## src/rtl/fact_accel_pkg.sv

```systemverilog
package fact_accel_pkg;

   typedef enum logic [1:0] {
      SZ_BYTE  = 2'd0,
      SZ_HALF  = 2'd1,
      SZ_WORD  = 2'd2,
      SZ_DWORD = 2'd3
   } acc_size_e;

   typedef struct packed {
      logic id;
      logic scratch;
      logic oper;
      logic status;
      logic istat;
      logic iraise;
      logic ilower;
   } reg_hit_t;

   localparam int unsigned OFS_ID        = 'h00;
   localparam int unsigned OFS_SCRATCH   = 'h04;
   localparam int unsigned OFS_OPER      = 'h08;
   localparam int unsigned OFS_STATUS    = 'h20;
   localparam int unsigned OFS_ISTAT     = 'h24;
   localparam int unsigned OFS_IRAISE    = 'h60;
   localparam int unsigned OFS_ILOWER    = 'h64;
   localparam int unsigned OFS_WIDE_BASE = 'h80;

   localparam logic [31:0] ID_WORD = 32'h010000ED;

   localparam int unsigned STAT_BUSY_BIT = 0;
   localparam int unsigned STAT_IEN_BIT  = 7;
   localparam int unsigned FACT_IRQ_BIT  = 0;

endpackage

```

## src/rtl/fact_accel_decode.sv

```systemverilog
module fact_accel_decode
   import fact_accel_pkg::*;
#(
   parameter int unsigned ADDR_W = 20
) (
   input  logic [ADDR_W-1:0] addr_i,
   input  logic [1:0]        size_i,
   output reg_hit_t          hit_o,
   output logic              legal_o
);

   localparam logic [ADDR_W-1:0] A_ID      = ADDR_W'(OFS_ID);
   localparam logic [ADDR_W-1:0] A_SCRATCH = ADDR_W'(OFS_SCRATCH);
   localparam logic [ADDR_W-1:0] A_OPER    = ADDR_W'(OFS_OPER);
   localparam logic [ADDR_W-1:0] A_STATUS  = ADDR_W'(OFS_STATUS);
   localparam logic [ADDR_W-1:0] A_ISTAT   = ADDR_W'(OFS_ISTAT);
   localparam logic [ADDR_W-1:0] A_IRAISE  = ADDR_W'(OFS_IRAISE);
   localparam logic [ADDR_W-1:0] A_ILOWER  = ADDR_W'(OFS_ILOWER);
   localparam logic [ADDR_W-1:0] A_WIDE    = ADDR_W'(OFS_WIDE_BASE);

   if (ADDR_W < 8) begin : g_bad_aw
      $error("fact_accel_decode: ADDR_W must cover offset 0x80");
   end

   logic in_low;

   always_comb begin
      in_low  = (addr_i < A_WIDE);
      // Low window accepts 4-byte accesses only; the wide window would
      // accept 4 or 8 bytes but maps nothing.
      legal_o = in_low ? (size_i == SZ_WORD)
                       : ((size_i == SZ_WORD) || (size_i == SZ_DWORD));
      hit_o.id      = legal_o && (addr_i == A_ID);
      hit_o.scratch = legal_o && (addr_i == A_SCRATCH);
      hit_o.oper    = legal_o && (addr_i == A_OPER);
      hit_o.status  = legal_o && (addr_i == A_STATUS);
      hit_o.istat   = legal_o && (addr_i == A_ISTAT);
      hit_o.iraise  = legal_o && (addr_i == A_IRAISE);
      hit_o.ilower  = legal_o && (addr_i == A_ILOWER);
   end

endmodule

```

## src/rtl/fact_accel_engine.sv

```systemverilog
module fact_accel_engine #(
   parameter int unsigned DATA_W = 32
) (
   input  logic              clk_i,
   input  logic              rst_i,
   input  logic              start_i,
   input  logic [DATA_W-1:0] operand_i,
   output logic              busy_o,
   output logic              finish_o,
   output logic [DATA_W-1:0] value_o
);

   localparam logic [DATA_W-1:0] ONE = DATA_W'(1);

   if (DATA_W < 2) begin : g_bad_dw
      $error("fact_accel_engine: DATA_W too small");
   end

   logic              busy_q;
   logic [DATA_W-1:0] opnd_q;
   logic [DATA_W-1:0] cnt_q;
   logic [DATA_W-1:0] acc_q;
   logic [DATA_W-1:0] factor;
   logic [DATA_W-1:0] product;
   logic              last_step;

   always_comb begin
      last_step = (cnt_q <= ONE);
      factor    = last_step ? ONE : cnt_q;
      product   = acc_q * factor;
   end

   always_ff @(posedge clk_i) begin
      if (rst_i) begin
         busy_q <= 1'b0;
         opnd_q <= '0;
         cnt_q  <= '0;
         acc_q  <= '0;
      end else if (!busy_q) begin
         if (start_i) begin
            busy_q <= 1'b1;
            opnd_q <= operand_i;
            cnt_q  <= operand_i;
            acc_q  <= ONE;
         end
      end else begin
         acc_q <= product;
         if (last_step) begin
            busy_q <= 1'b0;
         end else begin
            cnt_q <= cnt_q - ONE;
         end
      end
   end

   assign busy_o   = busy_q;
   assign finish_o = busy_q && last_step;
   assign value_o  = busy_q ? opnd_q : acc_q;

   assert_start_latch_R3: assert property (@(posedge clk_i) disable iff (rst_i)
      (start_i && !busy_q) |=> (busy_q && (opnd_q == $past(operand_i))));

   assert_locked_operand_R4: assert property (@(posedge clk_i) disable iff (rst_i)
      (start_i && busy_q) |=> $stable(opnd_q));

   assert_busy_holds_R5: assert property (@(posedge clk_i) disable iff (rst_i)
      (busy_q && !finish_o) |=> busy_q);

   assert_finish_idle_R5: assert property (@(posedge clk_i) disable iff (rst_i)
      finish_o |=> !busy_q);

endmodule

```

## src/rtl/fact_accel_irq.sv

```systemverilog
module fact_accel_irq #(
   parameter int unsigned IRQ_W   = 32,
   parameter int unsigned SRC_BIT = 0
) (
   input  logic             clk_i,
   input  logic             rst_i,
   input  logic             raise_we_i,
   input  logic             lower_we_i,
   input  logic [IRQ_W-1:0] mask_i,
   input  logic             src_evt_i,
   output logic [IRQ_W-1:0] stat_o,
   output logic             irq_o
);

   if (SRC_BIT >= IRQ_W) begin : g_bad_src
      $error("fact_accel_irq: SRC_BIT outside the status word");
   end

   for (genvar b = 0; b < IRQ_W; b++) begin : g_bit
      logic hw_set;
      logic bit_q;

      if (b == SRC_BIT) begin : g_src
         assign hw_set = src_evt_i;
      end else begin : g_nosrc
         assign hw_set = 1'b0;
      end

      // Hardware set outranks a software clear on the same edge.
      always_ff @(posedge clk_i) begin
         if (rst_i) begin
            bit_q <= 1'b0;
         end else if (hw_set) begin
            bit_q <= 1'b1;
         end else if (lower_we_i && mask_i[b]) begin
            bit_q <= 1'b0;
         end else if (raise_we_i && mask_i[b]) begin
            bit_q <= 1'b1;
         end
      end

      assign stat_o[b] = bit_q;
   end

   assign irq_o = |stat_o;

   assert_raise_sets_R7: assert property (@(posedge clk_i) disable iff (rst_i)
      (raise_we_i && (mask_i != '0)) |=> ((stat_o & $past(mask_i)) == $past(mask_i)));

   assert_lower_clears_R7: assert property (@(posedge clk_i) disable iff (rst_i)
      (lower_we_i && !src_evt_i) |=> ((stat_o & $past(mask_i)) == '0));

   assert_src_wins_R10: assert property (@(posedge clk_i) disable iff (rst_i)
      src_evt_i |=> stat_o[SRC_BIT]);

   assert_line_up_R8: assert property (@(posedge clk_i) disable iff (rst_i)
      (raise_we_i && (mask_i != '0)) |=> irq_o);

endmodule

```

## src/rtl/fact_accel.sv

```systemverilog
module fact_accel
   import fact_accel_pkg::*;
#(
   parameter int unsigned ADDR_W = 20,
   parameter int unsigned DATA_W = 32
) (
   input  logic              clk_i,
   input  logic              rst_i,
   input  logic [ADDR_W-1:0] bus_addr_i,
   input  logic [1:0]        bus_size_i,
   input  logic              bus_we_i,
   input  logic [DATA_W-1:0] bus_wdata_i,
   output logic [DATA_W-1:0] bus_rdata_o,
   output logic              irq_o
);

   if (DATA_W != 32) begin : g_bad_dw
      $error("fact_accel: register word must be 32 bits");
   end

   reg_hit_t          hit;
   logic              legal;
   logic              busy;
   logic              finish;
   logic [DATA_W-1:0] fact_val;
   logic [DATA_W-1:0] istat;
   logic [DATA_W-1:0] scratch_q;
   logic              ien_q;
   logic              low_narrow;

   fact_accel_decode #(.ADDR_W(ADDR_W)) u_decode (
      .addr_i  (bus_addr_i),
      .size_i  (bus_size_i),
      .hit_o   (hit),
      .legal_o (legal)
   );

   fact_accel_engine #(.DATA_W(DATA_W)) u_engine (
      .clk_i     (clk_i),
      .rst_i     (rst_i),
      .start_i   (bus_we_i && hit.oper),
      .operand_i (bus_wdata_i),
      .busy_o    (busy),
      .finish_o  (finish),
      .value_o   (fact_val)
   );

   fact_accel_irq #(.IRQ_W(DATA_W), .SRC_BIT(FACT_IRQ_BIT)) u_irq (
      .clk_i      (clk_i),
      .rst_i      (rst_i),
      .raise_we_i (bus_we_i && hit.iraise),
      .lower_we_i (bus_we_i && hit.ilower),
      .mask_i     (bus_wdata_i),
      .src_evt_i  (finish && ien_q),
      .stat_o     (istat),
      .irq_o      (irq_o)
   );

   always_ff @(posedge clk_i) begin
      if (rst_i) begin
         scratch_q <= '0;
         ien_q     <= 1'b0;
      end else if (bus_we_i) begin
         if (hit.scratch) scratch_q <= ~bus_wdata_i;
         if (hit.status)  ien_q     <= bus_wdata_i[STAT_IEN_BIT];
      end
   end

   always_comb begin
      bus_rdata_o = '1;
      if (legal) begin
         unique case (1'b1)
            hit.id:      bus_rdata_o = ID_WORD;
            hit.scratch: bus_rdata_o = scratch_q;
            hit.oper:    bus_rdata_o = fact_val;
            hit.status: begin
               bus_rdata_o                = '0;
               bus_rdata_o[STAT_BUSY_BIT] = busy;
               bus_rdata_o[STAT_IEN_BIT]  = ien_q;
            end
            hit.istat:   bus_rdata_o = istat;
            default:     bus_rdata_o = '1;
         endcase
      end
   end

   assign low_narrow = (bus_addr_i < ADDR_W'(OFS_WIDE_BASE)) && (bus_size_i != SZ_WORD);

   assert_scratch_inv_R2: assert property (@(posedge clk_i) disable iff (rst_i)
      (bus_we_i && hit.scratch) |=> (scratch_q == ~$past(bus_wdata_i)));

   assert_narrow_ignored_R9: assert property (@(posedge clk_i) disable iff (rst_i)
      (bus_we_i && low_narrow) |=> ($stable(scratch_q) && $stable(ien_q) && $stable(istat)));

   assert_no_irq_disabled_R6: assert property (@(posedge clk_i) disable iff (rst_i)
      (finish && !ien_q && !bus_we_i) |=> $stable(istat));

endmodule

```

## config.mk

```make
export PLATFORM = sky130hd
export DESIGN_NAME = fact_accel
export DESIGN_NICKNAME = d
export VERILOG_FILES = /design/src/rtl/fact_accel_pkg.sv /design/src/rtl/fact_accel_decode.sv /design/src/rtl/fact_accel_engine.sv /design/src/rtl/fact_accel_irq.sv /design/src/rtl/fact_accel.sv
export SDC_FILE = /design/constraint.sdc
export NUM_CORES = 2
export LEC_CHECK = 0
export ABC_AREA = 0
export BUFFER_PORTS_ARGS = -buffer_cell sky130_fd_sc_hd__buf_2
export CAP_MARGIN = 20
export CORE_ASPECT_RATIO = 1.2
export CORE_MARGIN = 10
export CORE_UTILIZATION = 55
export CTS_CLUSTER_DIAMETER = 30
export DETAILED_ROUTE_END_ITERATION = 6
export PLACE_DENSITY = 0.71
export SLEW_MARGIN = 30
export SYNTH_ARGS = -nofsm -noshare
export SYNTH_HDL_FRONTEND = slang
export SYNTH_SLANG_ARGS = --single-unit
```

## constraint.sdc

```tcl
create_clock -name clk_i -period 10.4 [get_ports clk_i]
set_input_delay 1.04 -clock clk_i [delete_from_list [all_inputs] [get_ports clk_i]]
set_output_delay 1.04 -clock clk_i [all_outputs]
set_load 0.1 [all_outputs]
```

# --- Yosys cells after proc, flatten, opt, wreduce, memory -nomap -nowiden ---
# Cells that the tools add are included.
totals:
  regBits: 162
  wordCells: 185
  output_inout_bits: 33
  inputBits: 57
op_classes:
  n_lt_le_gt_ge: 2
  muxes: 16
  n_eq_ne: 9
  n_bitwise: 2
  mul: 1
  n_addsub: 1
  n_reduce_logical: 116
ops:
  columns: ["operator", "n"]
  rows:
  - ["32-bit two-way mux", 8]
  - ["32-bit one-hot mux with 5 select lines", 1]
  - ["1-bit logical AND", 76]
  - ["2-bit OR reduction", 31]
  - ["20-bit by 6-bit == test with 1-bit output (second input constant)", 2]
  - ["20-bit by 7-bit == test with 1-bit output (second input constant)", 2]
  - ["32-bit by 1-bit <= comparator with 1-bit output (second input constant)", 1]
  - ["32-bit by 32-bit multiplier with 32-bit output", 1]
  - ["32-bit inverter", 1]
  - ["32-bit OR reduction", 1]
  - ["32-bit by 1-bit subtractor with 32-bit output (second input constant)", 1]
  - ["20-bit by 3-bit == test with 1-bit output (second input constant)", 1]
  - ["20-bit by 4-bit == test with 1-bit output (second input constant)", 1]
  - ["20-bit zero test", 1]
  - ["20-bit by 8-bit < comparator with 1-bit output (second input constant)", 1]
  - ["2-bit AND reduction", 4]
  - ["1-bit two-way mux", 7]
  - ["2-bit == test (second input constant)", 2]
  - ["3-bit nonzero test", 1]
  - ["2-bit != test (second input constant)", 1]
  - ["2-bit nonzero test", 1]
  - ["1-bit logical OR", 1]
  - ["1-bit inverter", 1]

# --- Logic depth before layout (Yosys ltp) ---
depth:
  ltp_word: 9
  mapped_depth: 30
  depth_no_buf: 28

# --- By module ---
# A second synthesis with hierarchy kept.
hier_totals:
  cells_unflattened: 2730
  area_unflattened_um2: 23774.1
by_module_without_submodules:
  columns: ["module", "cells_per_inst", "seq_area_each_um2", "area_per_inst_um2", "instances"]
  rows:
  - ["fact_accel_engine", 2344, 1941.9, 20295.7, 1]
  - ["fact_accel", 212, 660.6, 1893.1, 1]
  - ["fact_accel_irq", 150, 640.6, 1431.4, 1]
  - ["fact_accel_decode", 24, 0.0, 153.9, 1]

# --- Least setup slack after synthesis ---
# Ideal clock, no wire load.
synth_path:
  kind: "reg2reg"
  startpoint: "register u_engine.cnt_q[2]"
  endpoint: "register u_engine.acc_q[31]"
  stages_incl_launch_ff: 30
  setup_slack_ns: 2.704
  t_arrival_ns: 7.579
  setup_time_ns: 0.117
  required_ns: 10.283
  period_less_slack_ns: 7.696
  cell_sequence: "dfxtp_1 > buf_6 > or4_4 > or3_4 > nor4_4 > nand3_2 > inv_1 > nor2_1 > clkbuf_1 > nand2_1 > fa_1 > fa_1 > fa_1 > inv_1 > fa_1 > inv_1 > fa_1 > inv_1 > fa_1 > fa_1 > ha_1 > a21o_1 > a21o_1 > a21oi_1 > a21oi_1 > a2111oi_0 > o21ai_0 > a21oi_1 > xnor2_1 > a22o_1"
synth_via:
  elab_chain_cells: 4
synth_rtl:
  columns: ["item", "line_no", "rtl"]
  rows:
  - ["start, declared", "fact_accel_engine.sv:21", "logic [DATA_W-1:0] cnt_q;"]
  - ["start signal, assigned", "fact_accel_engine.sv:43", "cnt_q <= operand_i;"]
  - ["start signal, assigned", "fact_accel_engine.sv:51", "cnt_q <= cnt_q - ONE;"]
  - ["32-bit by 1-bit <= comparator with 1-bit output", "fact_accel_engine.sv:28", "last_step = (cnt_q <= ONE);"]
  - ["32-bit two-way mux (*)", "fact_accel_engine.sv:29", "factor = last_step ? ONE : cnt_q;"]
  - ["32-bit by 32-bit multiplier with 32-bit output (*)", "fact_accel_engine.sv:30", "product = acc_q * factor;"]
  - ["32-bit two-way mux (*)", "fact_accel_engine.sv:39", "end else if (!busy_q) begin"]
  - ["end signal, assigned", "fact_accel_engine.sv:47", "acc_q <= product;"]
  - ["end, declared", "fact_accel_engine.sv:22", "logic [DATA_W-1:0] acc_q;"]
# Every way passes the cells marked *; elsewhere a longest branch is shown, timed or not.
# A chain may end at the register's enable or synchronous reset.

# --- Final worst setup path ---
layout_path:
  startpoint: "register u_engine.cnt_q[4]"
  endpoint: "register u_engine.acc_q[31]"
# The elaborated chain is that of the path after synthesis.

==> run metrics <==
crit path max fanout 33; Setup WS post-layout 1.743 ns; die area 50,860 µm²; final hold vios 0; setup bufs post-CTS 0; commonest non-fill, non-tap cell in the layout fa_1; Buf+Inv Stages, Crit Path 6; Post-synth EDFFs 0; row cnt 82; commonest non-fill, non-tap cells in the layout 408 x fa_1, 389 x inv_1, 366 x nand2_1; initial antenna violation count 2; Min Hold Slack 0.4511 ns; final wirelength 66.95 mm; dpl ws 1.835 ns; die extent in y 245.1 µm; Metal-1 WL 25.37 mm; critical path class reg -> reg; routed wl met3 4.720 mm; critical path startpoint u_engine.cnt_q[4]; root buf cell clkbuf_16; register area share after synthesis 13.97%; Die W 207.6 µm; slowest cell delay on critical path 0.55 ns; maximum clock rate 115.5 MHz; H-tree depth 4; Layout area overhead 5.864%; Hold Crit Depth 2; port bufs 89; fin nets 3,228; unrepaired setup endpoints after global routing false; power density cells 52.35 nW/µm²; core box area 41,760 µm²; clock skew 0.007104 ns; post-synth cell types 62; routed wire length per instance 20.92 µm; endpoint of the worst hold path u_engine.opnd_q[30]; dpl hpwl 49.77 mm; FF-to-FF setup slack 1.74 ns; hold_buf cts 0; worst slew pin tran 0.9994 ns; Final Max Slew Viols 0; Clock Latency Late Sink 0.45 ns; hold_sp u_engine.opnd_q[30]; minimum clock period 8.657 ns; Yosys warnings 0; Yosys reg bits 162; CTS buffer count 17; Worst EP required 10.74 ns; critical path arrival 9.00 ns; final setup violation count 0; R2R Path Start u_engine.cnt_q[4]; first-pass GRT wire length 108.7 mm; startpoint types register; max cap viols 0; CTS max path bufs 2; share of cells above drive strength 1 7.620%; drt first-iter violations 1,396; FF-to-FF path depth 29; relative max-transition margin 33.28%; metal2 WL 32.98 mm; Via Count 18,922; Crit-path slowest cell fa_1; Mapped Area 23,220 µm²; Syn Inst Count 2,674; status finished, violations left; Power Total 1.287 mW; CTS tree yes; CP delay by family, top adder cells; Worst-path clk slew 0.07 ns; reg-to-reg endpoint u_engine.acc_q[31]; remaining global-route overflow 0; fillers 3,647; syn_area_per_cell 8.682 µm²; # IOs 90; setup TNS 0 ns; crit path capture type register; clock tree sinks 162; Via density 5.913; DR DRC count 2; largest net degree at the start of global routing 87; Final Cycle Share 83.24%; gr usage total 26.52%; Final Wtd Congestion 0.9387; vias in the first global route 20,386; CP dominant cell by count fa_1; dpl cells 3,165; Pre-antenna DRT Iters 7; Final ANT Viol Nets 0; worst hold path type reg -> reg; Peak VDD IR 168.5 µV; Initial Util 55.60%; DR top layer met4; Pleak 11.36 nW; commonest register cell after synthesis dfxtp_1; syn_nets 3,264; Async SR Flop Fraction 0%; failing checks design-rule violations; post-CTS resize count 0; Post-Layout Cell Count 3,200
-- cells in the mapped netlist, types with 6 or more instances --
cell type	count	area [µm²]
dfxtp_1	162	3243
a21oi_1	150	750.7
ha_1	125	1564
nand2_1	366	1374
nor4_1	21	131.4
nor3_1	13	65.06
and3_1	18	112.6
nand3_1	27	135.1
fa_1	408	8168
a22oi_1	15	112.6
nand4_1	7	43.79
and2_1	304	1902
a221o_1	13	130.1
a21o_1	15	112.6
mux2_2	18	202.7
mux2i_1	14	140.1
inv_1	389	1460
o31ai_1	7	52.55
o21a_1	10	75.07
a22o_1	11	96.34
or3_1	6	37.54
a222oi_1	18	180.2
xor2_1	21	183.9
a211oi_1	58	435.4
o21ai_0	38	190.2
nor2_1	109	409.1
xnor2_1	65	569.3
o22ai_1	10	62.56
clkbuf_1	181	679.4
a31oi_1	8	50.05
-- worst max-delay path by stage --
stage,endpoint,cells past startpoint
after floorplan,u_engine.acc_q[31],29
final,u_engine.acc_q[31],29
after CTS,u_engine.acc_q[31],29
after detailed placement,u_engine.acc_q[31],29
after global routing,u_engine.acc_q[31],29
after global placement,u_engine.acc_q[31],29
-- worst register-to-register path, delay by kind of cell (launching register included) --
family / cells / cell delay (ns)
xor+xnor: 1 / 0.09
compound gates: 8 / 1.78
simple gates: 6 / 1.77
fa+ha+maj: 8 / 3.83
buf+inv: 6 / 0.79
flops: 1 / 0.31
-- power breakdown --
| group | total [mW] | leakage [nW] | switching [mW] | internal, mW |
|---|---|---|---|---|
| registers | 0.620 | 1.31 | 0.000000163 | 0.620 |
| logic | 0.0405 | 9.76 | 0.0280 | 0.0125 |
| clock network | 0.627 | 0.285 | 0.302 | 0.325 |
-- registers in the layout (all words and copies together), names as in the netlist --
name / count
u_irq.g_bit.bit_q: 32
u_engine.opnd_q: 32
ien_q: 1
u_engine.acc_q: 32
u_engine.busy_o: 1
u_engine.cnt_q: 32
scratch_q: 32
-- area by class of cell --
cell class	count	area [µm²]	area share (%)
timing repair buffer	131	763.2	3.105
clock buffer	18	439.2	1.787
sequential	162	3252	13.23
inverter	389	1460	5.941
antenna	3	7.507	0.03055
clock inverter	14	140.1	0.5702
multi-input combinational	1937	17830	72.56
tap	546	683.2	2.780
-- stage by stage --
stage	util (%)	instance area [µm²]
after floorplan	-	23220
after global placement	57.42	23980
after detailed placement	57.45	23990
after CTS	58.83	24570
after global routing	58.84	24570
final	58.86	24580
-- per-layer routing --
metal | track usage (%) | vias to the layer above
met4 | 14.92 | 0
met3 | 3.811 | 223
li1 | - | 8350
met5 | 0 | -
met2 | 46.03 | 864
met1 | 31.07 | 9485
-- kinds of logic (layout without fill, tap and decap cells) --
group	Yosys count	in the layout	share of synthesized area, %
XOR/XNOR	87	87	3.341
AND/OR/NAND/NOR	903	903	19.22
adder cells (fa/ha/maj)	533	533	41.92
flip-flops	162	162	13.97
other	0	3	0
multiplexers	33	33	1.525
AO/OA/AOI/OAI	381	381	10.69
buffers and inverters	575	552	9.329
Power figures use the tool's default switching activity.
